==> src/rtl/dram_cycle_pkg.sv <==
package dram_cycle_pkg;
  typedef struct packed {
    logic latchRow;
    logic latchCol;
    logic write;
    logic useColReg;
    logic loadOut;
  } strobe_t;

  typedef enum logic [1:0] {
    K_IDLE,
    K_ROW,
    K_PAGE,
    K_REFR
  } cyc_kind_e;
endpackage

==> src/rtl/dram_cycle_ctrl.sv <==
module dram_cycle_ctrl
  import dram_cycle_pkg::*;
#(
  parameter int RAS_MAX = 64
) (
  input  logic    clk,
  input  logic    rst,
  input  logic    rasN,
  input  logic    casN,
  input  logic    weN,
  output strobe_t strb,
  output logic    testMode,
  output logic    doutEn
);
  localparam int CNT_W = $clog2(RAS_MAX + 2);
  localparam logic [CNT_W-1:0] CNT_SAT = CNT_W'(RAS_MAX + 1);

  logic prevRas, prevCas, prevWe;
  logic rasFall, rasRise, casFall, casRise, weFall;
  logic readActive;
  cyc_kind_e kind;
  logic [CNT_W-1:0] rasCnt;

  assign rasFall = prevRas & ~rasN;
  assign rasRise = ~prevRas & rasN;
  assign casFall = prevCas & ~casN;
  assign casRise = ~prevCas & casN;
  assign weFall  = prevWe & ~weN;

  always_comb begin
    strb = '0;
    if (rasFall && casN) strb.latchRow = 1'b1;
    if (casFall && !rasN && (kind == K_ROW || kind == K_PAGE)) begin
      strb.latchCol = 1'b1;
      if (!weN) strb.write   = 1'b1;
      else      strb.loadOut = 1'b1;
    end else if (weFall && !casN && !rasN && kind == K_PAGE && readActive) begin
      strb.write     = 1'b1;
      strb.useColReg = 1'b1;
    end
  end

  always_ff @(posedge clk) begin
    if (rst) begin
      prevRas    <= 1'b1;
      prevCas    <= 1'b1;
      prevWe     <= 1'b1;
      kind       <= K_IDLE;
      testMode   <= 1'b0;
      readActive <= 1'b0;
      doutEn     <= 1'b0;
      rasCnt     <= '0;
    end else begin
      prevRas <= rasN;
      prevCas <= casN;
      prevWe  <= weN;

      if (rasFall) begin
        if (!casN) begin
          kind     <= K_REFR;
          testMode <= !weN;
        end else begin
          kind <= K_ROW;
        end
      end else if (rasRise) begin
        if (kind == K_ROW) testMode <= 1'b0;
        kind <= K_IDLE;
      end

      if (strb.latchCol) begin
        kind       <= K_PAGE;
        readActive <= strb.loadOut;
      end

      if (casRise) begin
        doutEn     <= 1'b0;
        readActive <= 1'b0;
      end else if (strb.loadOut) begin
        doutEn <= 1'b1;
      end

      if (rasN) rasCnt <= '0;
      else if (rasCnt != CNT_SAT) rasCnt <= rasCnt + 1'b1;
    end
  end

  p_ras_max_r12: assert property (@(posedge clk) disable iff (rst)
    rasCnt <= CNT_W'(RAS_MAX));

  p_out_needs_cas_r4: assert property (@(posedge clk) disable iff (rst)
    doutEn |-> !$past(casN));

  p_entry_latch_r8: assert property (@(posedge clk) disable iff (rst)
    ($past(rasN) && !rasN && !casN && !weN) |=> testMode);

  p_early_quiet_r3: assert property (@(posedge clk) disable iff (rst)
    (strb.write && !strb.useColReg) |=> !doutEn);

  p_one_op_r2: assert property (@(posedge clk) disable iff (rst)
    $onehot0({strb.write, strb.loadOut}));
endmodule

==> config.mk <==
export PLATFORM = sky130hd
export DESIGN_NAME = dram_cycle_ctrl
export DESIGN_NICKNAME = d
export VERILOG_FILES = /design/src/rtl/dram_cycle_pkg.sv /design/src/rtl/dram_cycle_ctrl.sv
export SDC_FILE = /design/constraint.sdc
export NUM_CORES = 1
export LEC_CHECK = 0
export CORE_AREA = 2 2 39 41
export CTS_BUF_LIST = sky130_fd_sc_hd__clkbuf_8
export CTS_CLUSTER_SIZE = 40
export DETAILED_ROUTE_END_ITERATION = 16
export DIE_AREA = 0 0 41 43
export GPL_TIMING_DRIVEN = 0
export PLACE_DENSITY = 0.65
export SETUP_SLACK_MARGIN = 0.15
export SLEW_MARGIN = 0
export SYNTH_ARGS = -nofsm -noshare
export SYNTH_HDL_FRONTEND = slang
export SYNTH_SLANG_ARGS = --single-unit
==> constraint.sdc <==
create_clock -name clk -period 1.3 [get_ports clk]
set_input_delay 0.39 -clock clk [delete_from_list [all_inputs] [get_ports clk]]
set_output_delay 0.39 -clock clk [all_outputs]
set_load 0.02 [all_outputs]
# After elaboration in Yosys (flattened, before gate mapping)
# Cells that the tools add are included.
[word_totals] register_bits=8 input_bits=5 out_inout_bits=7 word_cells=54
[classes] eq_ne=3 n_mux=16 bitwise_logic=10 n_reduce_logical=17
[ops] operator="$mux W1" n=11
[ops] operator="$mux W2" n=5
[ops] operator="$logic_and A1 B1 Y1" n=7
[ops] operator="$and A1 B1 Y1" n=5
[ops] operator="$not A1 Y1" n=5
[ops] operator="$reduce_bool A2 Y1" n=2
[ops] operator="$reduce_or A2 Y1" n=2
[ops] operator="$logic_not A1 Y1" n=3
[ops] operator="$reduce_and A3 Y1" n=1
[ops] operator="$reduce_bool A3 Y1" n=1
[ops] operator="$eq A2 B1 Y1 const B" n=1
[ops] operator="$eq A2 B2 Y1 const B" n=1
[ops] operator="$ne A2 B2 Y1 const B" n=1
[ops] operator="$logic_or A1 B1 Y1" n=1

# Longest topological paths before layout
[depth] depth_word=8 depth_mapped=6 depth_no_buf=6

# Least setup slack after synthesis
# Ideal clock, no wire load.
[synth_timing] kind="reg2out" from="register kind[0]" to="output strb[1] (netlist bit)" t_arrival_ns=1.327 t_required_ns=0.910 slack_ns=-0.417 path_stages_with_launch=6 n_path_buf=0 path_cell_list="dfxtp_1 > inv_1 > ha_1 > nand3b_4 > inv_4 > nor3_1"
[synth_lines] item="start: declaration" line_no="dram_cycle_ctrl.sv:21" source="cyc_kind_e kind;"
[synth_lines] item="start signal: assignment" line_no="dram_cycle_ctrl.sv:48" source="kind <= K_IDLE;"
[synth_lines] item="start signal: assignment" line_no="dram_cycle_ctrl.sv:60" source="kind <= K_REFR;"
[synth_lines] item="start signal: assignment" line_no="dram_cycle_ctrl.sv:63" source="kind <= K_ROW;"
[synth_lines] item="end: declaration" line_no="dram_cycle_ctrl.sv:11" source="output strobe_t strb,"

==> impl_metrics.json <==
{
  "yosysUniqueCellTypes": 18,
  "core_area_mm2": 0.001384,
  "path_delay_family": "flip-flops",
  "cts_inserted_buffers": 3,
  "maxCapViolCount": 0,
  "grt_pass1_wl_um": 1552,
  "vdd_drop_max_v": 0.0006732,
  "rsz0062_at_grt": "yes",
  "worstPathRequired_ns": 0.91,
  "drive_gt1_share_pct": 65.63,
  "clock_latency_ns": 0.23,
  "die_height_um": 43,
  "cp_num_buf_inv": 3,
  "max_freq_ghz": 0.5901,
  "drc": 0,
  "io_buffers": 11,
  "routabilityCongestion": 0.7218,
  "cp-start-kind": "register",
  "grt.overflow.total": 0,
  "cts_buffer_depth": 2,
  "dp_hpwl_um": 639.7,
  "area_delta_synth_final_pct": 72.67,
  "reg2reg_from": "kind[0]",
  "ant_nets": 0,
  "hold_depth": 2,
  "finalNonFillerCells": 80,
  "ioPinCount": 12,
  "tightestPinTransition_ns": 0.4002,
  "powerDensity_mw_per_mm2": 1013,
  "cts_hold_buf": 0,
  "critical_path.cell_chain": "inv_2, ha_4, nand3b_4, clkinv_4, and2_4, buf_6",
  "period_needed_ns": 1.695,
  "wl_um": 991,
  "placed_cells": 69,
  "drtPass1Iterations": 5,
  "num_rows": 14,
  "power.total_uw": 704.6,
  "routed_via_density": 4.825,
  "die_area_mm2": 0.001763,
  "layout_worst_path_cycle_share_pct": 130.3,
  "worst_clock_skew_ns": 0.0009847,
  "rr_worst_depth": 8,
  "drv_slew": 0,
  "cpPeakStageDelay_ns": 0.33,
  "syn_area_um2": 402.9,
  "grt_pass1_vias": 376,
  "grt.met1_usage_pct": 14.71,
  "setup_tns_ns": -1.728,
  "setup_ws_ns": -0.3945,
  "cts_htree_levels": 1,
  "mostFrequentLayoutCells": "9 x buf_4, 5 x dfxtp_1, 5 x buf_6",
  "clock-sinks": 8,
  "drt_iter0_drc": 2,
  "grt_use_total_pct": 13.62,
  "worstReg2RegEnd": "readActive",
  "cts_tree": "yes",
  "violations": "setup timing",
  "die_w_um": 41,
  "hold_violations": 0,
  "syn_inst": 42,
  "grtUsageMet2_pct": 22.50,
  "finalSetupViolations": 8,
  "r2r_setup_slack_ns": -0.10,
  "cts-root-buf": "clkbuf_8",
  "path_class": "reg2out",
  "synth_nets": 51,
  "crit_slowest_cell": "dfxtp_2",
  "relSlewSlack_pct": 73.32,
  "cp-end-kind": "output port",
  "synth_area_per_cell_um2": 9.593,
  "ys_seq_elements": 8,
  "use_met3_pct": 3.141,
  "worstHoldStart": "rasN",
  "start_util_pct": 29.11,
  "hold_class": "in2reg",
  "nNetsFinal": 75,
  "grt_antenna_before_repair": 0,
  "cp_data_arrival_time_ns": 1.30,
  "vias": 386,
  "power_leakage_nw": 0.3100,
  "yosysWarnings": 0,
  "grt_max_degree": 9,
  "status": "complete, but fails checks",
  "hold_end": "prevRas",
  "final_common_cell": "buf_4",
  "drt-wirelength-per-cell_um": 12.39,
  "diodes": 0,
  "yosysSeqAreaShare_pct": 39.75,
  "cp_max_fo": 4,
  "clk_pin_slew_ns": 0.04,
  "busiest_layer": "met2"
}
-- stage by stage --
stage          setup slack (ns)  cell area (um2)  hold slack (ns)  util (%)
5_1_grt                 -0.4451            695.7           0.4286     50.27
3_5_place_dp             -1.213            575.6           0.4898     41.59
3_3_place_gp             -1.185            575.6           0.4803     41.59
4_1_cts                 -0.4078            666.9           0.4221     48.19
2_1_floorplan           -0.1673            445.4           0.4591         -
6_report                -0.3945            695.7           0.4199     50.27
-- synthesized netlist by cell type --
master / count / share of area [%]
mux2i_1: 2 / 5.0
o21bai_1: 1 / 1.9
dfxtp_1: 8 / 40
nand3b_4: 1 / 5.0
nand4_1: 1 / 1.6
o21ai_0: 1 / 1.2
inv_1: 4 / 3.7
and2_1: 2 / 3.1
nor3_2: 1 / 2.5
nor4b_1: 1 / 2.2
a21oi_1: 5 / 6.2
ha_1: 4 / 12
nor2_1: 1 / 0.93
inv_4: 1 / 1.6
nor2b_1: 2 / 3.1
nor3_1: 3 / 3.7
or2_2: 3 / 4.7
nor2_2: 1 / 1.6
-- routing by layer --
layer / vias up / part of all wire, %
li1: 190 / -
met1: 186 / 43
met2: 8 / 54
met3: 2 / 1.6
met4: 0 / 1.7
met5: - / 0
-- report_power, final --
| group | switching [mW] | total [mW] | internal, mW |
|---|---|---|---|
| Sequential | 0.0107 | 0.272 | 0.261 |
| Clock | 0.0960 | 0.296 | 0.200 |
| Combinational | 0.0646 | 0.136 | 0.0719 |
| Total | 0.171 | 0.705 | 0.533 |
-- kinds of logic after synthesis --
group	Yosys count	share of synthesized area, %
adders and majority gates	4	12.42
muxes	2	4.969
AOI/OAI and AO/OA	7	9.315
and+or+nand+nor	16	28.26
DFF	8	39.75
buffers and inverters	5	5.279
-- how the worst max path moves through the flow --
stage / startpoint / to / slack (ns) / depth (start not counted)
finish: kind[0] / strb[0] / -0.39 / 6
global placement: casN / strb[2] / -1.19 / 5
floorplan: kind[0] / strb[0] / -0.17 / 5
CTS: kind[0] / strb[0] / -0.41 / 6
global route: kind[0] / strb[1] / -0.45 / 6
detailed placement: casN / strb[2] / -1.21 / 5
-- flip-flops by register name, indices dropped and copies added (netlist names) --
signal	count
doutEn	1
kind	2
prevCas	1
prevRas	1
prevWe	1
readActive	1
testMode	1
-- timing repair --
action,in CTS,in global routing
gates resized for setup,53,5
setup buffers,6,2
pin swaps,7,5
endpoints found under the hold margin,0,0
endpoints found under the setup margin,15,11
cloned,0,0
-- final cells by class --
type / count / area, um2
Clock buffer: 3 / 41.29
Fill cell: 131 / 688.2
Inverter: 5 / 23.77
Multi-Input combinational cell: 29 / 290.3
Sequential cell: 8 / 163.9
Tap cell: 16 / 20.02
Timing Repair Buffer: 19 / 156.4
(Power assumes the default switching activity.)
